## config.mk

```make
export PLATFORM = sky130hd
export DESIGN_NAME = next_pc_unit
export DESIGN_NICKNAME = d
export VERILOG_FILES = /design/src/rtl/next_pc_unit.sv
export SDC_FILE = /design/constraint.sdc
export NUM_CORES = 1
export LEC_CHECK = 0
export ABC_AREA = 1
export BUFFER_PORTS_ARGS = -buffer_cell sky130_fd_sc_hd__buf_2
export CAP_MARGIN = 10
export CORE_ASPECT_RATIO = 1.25
export CORE_MARGIN = 2
export CORE_UTILIZATION = 30
export DETAILED_ROUTE_END_ITERATION = 7
export GPL_TIMING_DRIVEN = 0
export PLACE_DENSITY = 0.54
export SLEW_MARGIN = 20
export SYNTH_ARGS = -nofsm -noshare
export SYNTH_HDL_FRONTEND = slang
export SYNTH_SLANG_ARGS = --single-unit
export TNS_END_PERCENT = 5
```

## constraint.sdc

```tcl
create_clock -name vclk -period 5.25
set_clock_uncertainty 0.05 [all_clocks]
set_input_delay 0.525 -clock vclk [all_inputs]
set_output_delay 0.525 -clock vclk [all_outputs]
set_load 0.05 [all_outputs]
```

## src/rtl/next_pc_unit.sv

```systemverilog
module next_pc_unit #(
  parameter int LINK_REG = 31
) (
  input  logic [31:0] pc_i,
  input  logic [31:0] instr_i,
  input  logic [31:0] rs_val_i,
  input  logic [31:0] rt_val_i,
  output logic [31:0] next_pc_o,
  output logic        link_we_o,
  output logic [4:0]  link_addr_o,
  output logic [31:0] link_data_o
);

  localparam logic [4:0] LINK_IDX = 5'(LINK_REG);

  logic [5:0]  op;
  logic [4:0]  sub;
  logic [5:0]  fn;
  logic [31:0] seq_pc;
  logic [31:0] br_pc;
  logic [31:0] jmp_pc;
  logic        same;
  logic        neg;
  logic        zero;
  logic        take;

  assign op     = instr_i[31:26];
  assign sub    = instr_i[20:16];
  assign fn     = instr_i[5:0];
  assign seq_pc = pc_i + 32'd4;
  assign br_pc  = seq_pc + {{14{instr_i[15]}}, instr_i[15:0], 2'b00};
  assign jmp_pc = {seq_pc[31:28], instr_i[25:0], 2'b00};
  assign same   = (rs_val_i == rt_val_i);
  assign neg    = rs_val_i[31];
  assign zero   = (rs_val_i == 32'd0);

  always_comb begin
    take = 1'b0;
    unique case (op)
      6'h01:   take = (sub == 5'd0) ? neg : (sub == 5'd1) ? !neg : 1'b0;
      6'h04:   take = same;
      6'h05:   take = !same;
      6'h06:   take = (sub == 5'd0) && (neg || zero);
      6'h07:   take = (sub == 5'd0) && !neg && !zero;
      default: take = 1'b0;
    endcase
  end

  always_comb begin
    if (op == 6'h02 || op == 6'h03)
      next_pc_o = jmp_pc;
    else if (op == 6'h00 && fn == 6'h08)
      next_pc_o = rs_val_i;
    else if (take)
      next_pc_o = br_pc;
    else
      next_pc_o = seq_pc;
  end

  assign link_we_o   = (op == 6'h03);
  assign link_addr_o = LINK_IDX;
  assign link_data_o = pc_i + 32'd8;

endmodule


```

==> run_results.csv <==
group,metric,value,unit
sta,slew_viol_final,0,
die,die_h,149,um
detailed_routing,drt_iter0_markers,435,
power,power_leakage,3.42,nW
min_path,holdPathStages,3,
die,die_x,120,um
clock_tree,hold_buffers,0,
worst_setup_path,path_class,"in2out",
die,start_util,30.4,%
synth,syn_area,5060,um^2
synth,synth_top_area_cell,"nand2_1",
power,p_switching,0.421,mW
global_route,grt_overflow_total,0,
sta,worstMarginPinSlew,0.551,ns
power,p_sw_share,68.1,%
final_layout,seq_cells,0,
global_route,grt_max_degree,23,
sta,fmax,0.223,GHz
power,intPower,0.197,mW
clock_tree,ctsResizeCount,0,
synth,yosys_warnings,0,
place,hpwl,17.0,mm
final_layout,n_antenna_cell,0,
sta,holdWs,1.38,ns
detailed_routing,wirelength,19.1,mm
synth,syn_inst,972,
worst_setup_path,setup.worst_path.start_class,"primary input",
power,peakVddDrop,0.0000381,V
final_layout,syn_to_final_growth,24.4,%
detailed_routing,routed-via-count,6531,
die,io_pins,198,
sta,rsz0062_at_grt,"false",
power,clockPowerShare,0,%
min_path,hp-start,"pc_i[26]",
worst_setup_path,cp_data_required_time,4.68,ns
power,power_density,98.1,nW/um^2
clock_tree,cts_setup_buffers,0,
detailed_routing,drc_errors,0,
sta,setup_tns,0,ns
final_layout,seqCellArea,0,um^2
global_route,grt_pass1_vias,6299,
final_layout,fin_area,6300,um^2
global_route,grt_use_total,20.6,%
worst_setup_path,cp.arrival,3.90,ns
place,gp_congestion,0.934,
synth,yosysSeqAreaShare,0,%
die,coreArea,16600,um^2
power,p_seq_share,0,%
worst_setup_path,crit_fanout,4,
sta,hold_violations,0,
sta,slew_headroom,63.3,%
flow_run,maxCapViolations,0,
min_path,min_path_type,"in2out",
synth,synth_cell_types,40,
die,die-area,17900,um^2
synth,synthTopCellsByArea,"nand2_1 (24%), nand3_1 (10%), xor2_1 (9.9%)",
min_path,hold_path_end,"link_data_o[26]",
detailed_routing,routedWlPerCell,13.8,um
sta,final.min_clock_period,4.48,ns
global_route,grt_first_pass_wirelength,30.3,mm
detailed_routing,antenna_left,0,
synth,synth_top_area_share,24.2,%
final_layout,fill_cells,1969,
sta,post-route-period-util,85.3,%
final_layout,n_clock_buffer,0,
worst_setup_path,endpoint_kind,"primary output",
final_layout,drive_above_1_share,22.6,%
detailed_routing,first_pass_iters,5,
power,totalPowerFinal,0.618,mW
place,dpl_cell_area,6300,um^2
final_layout,nets,1333,
place,io_buffers,189,
sta,setup-violations-final,0,
die,num_rows,53,
power,combPwrFrac,100.0,%
detailed_routing,vias_per_cell,4.72,
global_route,antenna_found_initial,0,
outcome,outcome,"complete, no violations",
synth,syn_avg_cell_area,5.21,um^2
[synthesized netlist by cell type, types with 2 or more instances]
library cell and n:
nand2_1 327, inv_1 119, nand3_1 104, nor2_1 87, xor2_1 57, o21ai_0 42, a21oi_1 38, ha_1 37
xnor2_1 30, buf_4 12, nor2_2 12, nor3_1 12, nand4_1 11, buf_2 9, inv_2 9, nand2_2 8
nor3_2 8, clkbuf_1 6, nor4_1 6, o21bai_1 5, nor2_4 4, a21o_1 3, clkinv_1 3, o21a_1 3
clkbuf_2 2, nand3b_1 2, nand4_2 2, xor2_2 2
[power by group through the flow]
stage	sequential, mW	combinational [mW]	clock [mW]
final	0	0.618	0
after global routing	0	0.683	0
after CTS	0	0.616	0
after detailed placement	0	0.614	0
after global placement	0	0.614	0
after floorplan	0	0.427	0
[placed cells by master (no fill, tap or decap), types with 2 or more instances in the layout]
cell and count:
a21o_1 3, a21oi_1 38, buf_2 198, buf_4 12, clkbuf_1 6, clkbuf_2 2
clkinv_1 3, conb_1 5, ha_1 37, inv_1 119, inv_2 9, nand2_1 327
nand2_2 8, nand3_1 104, nand3b_1 2, nand4_1 11, nand4_2 2, nor2_1 87
nor2_2 12, nor2_4 4, nor3_1 12, nor3_2 8, nor4_1 6, o21a_1 3
o21ai_0 42, o21bai_1 5, xnor2_1 30, xor2_1 57, xor2_2 2
[worst max-delay path by stage]
| stage | startpoint | to | slack [ns] |
|---|---|---|---|
| final | pc_i[4] | next_pc_o[24] | 0.77 |
| after global placement | pc_i[4] | next_pc_o[24] | 0.77 |
| after global routing | pc_i[4] | next_pc_o[22] | 0.46 |
| after CTS | pc_i[4] | next_pc_o[22] | 0.73 |
| after detailed placement | pc_i[4] | next_pc_o[22] | 0.74 |
| after floorplan | pc_i[3] | next_pc_o[28] | 1.33 |
[critical path, stage by stage]
cell	delay [ns]
buf_2	0.14
ha_1	0.30
nand2_1	0.22
nor2_2	0.21
inv_2	0.11
nor2_2	0.20
xor2_1	0.31
ha_1	0.34
a21oi_1	0.25
o21ai_0	0.19
a21oi_1	0.15
nand2_1	0.11
nand3_1	0.12
nand3_1	0.08
nand2_1	0.11
nand2_1	0.07
nand3_1	0.10
nand2_1	0.07
nand2_1	0.05
buf_2	0.26
[through the flow]
| stage | setup slack (ns) | instances | utilization (%) |
|---|---|---|---|
| 3_5_place_dp | 0.741 | 1385 | 37.8 |
| 6_report | 0.770 | 1385 | 37.8 |
| 2_1_floorplan | 1.33 | 976 | - |
| 4_1_cts | 0.733 | 1385 | 37.8 |
| 3_3_place_gp | 0.766 | 1385 | 37.8 |
| 5_1_grt | 0.458 | 1385 | 37.8 |
[per-layer routing]
metal  part of all wire [%]  vias to the layer above  GRT usage [%]
met1                     45                     2821           26.4
met5                      0                        -              0
met4                    3.2                        0           5.76
met2                     47                      221           36.9
li1                       -                     3457              -
met3                    5.4                       32           1.26
[cell type report]
| cell class | instances | area, um^2 | share of cell area [%] |
|---|---|---|---|
| Inverter | 131 | 492 | 7.81 |
| Tap cell | 220 | 275 | 4.37 |
| Buffer | 30 | 171 | 2.72 |
| Multi-Input combinational cell | 815 | 4410 | 70.1 |
| Timing Repair Buffer | 189 | 946 | 15.0 |
[logic make-up (layout without fill, tap and decap cells)]
family / Yosys count / count (layout) / share of synthesized area, %
AO/OA/AOI/OAI: 94 / 94 / 9.94
AND/OR/NAND/NOR: 588 / 588 / 51.3
XOR/XNOR: 90 / 90 / 16.0
adder cells (fa/ha/maj): 38 / 38 / 9.54
other: 1 / 5 / 0.0741
buffers and inverters: 161 / 350 / 13.1
No activity file was read; power rests on OpenSTA's default activity.
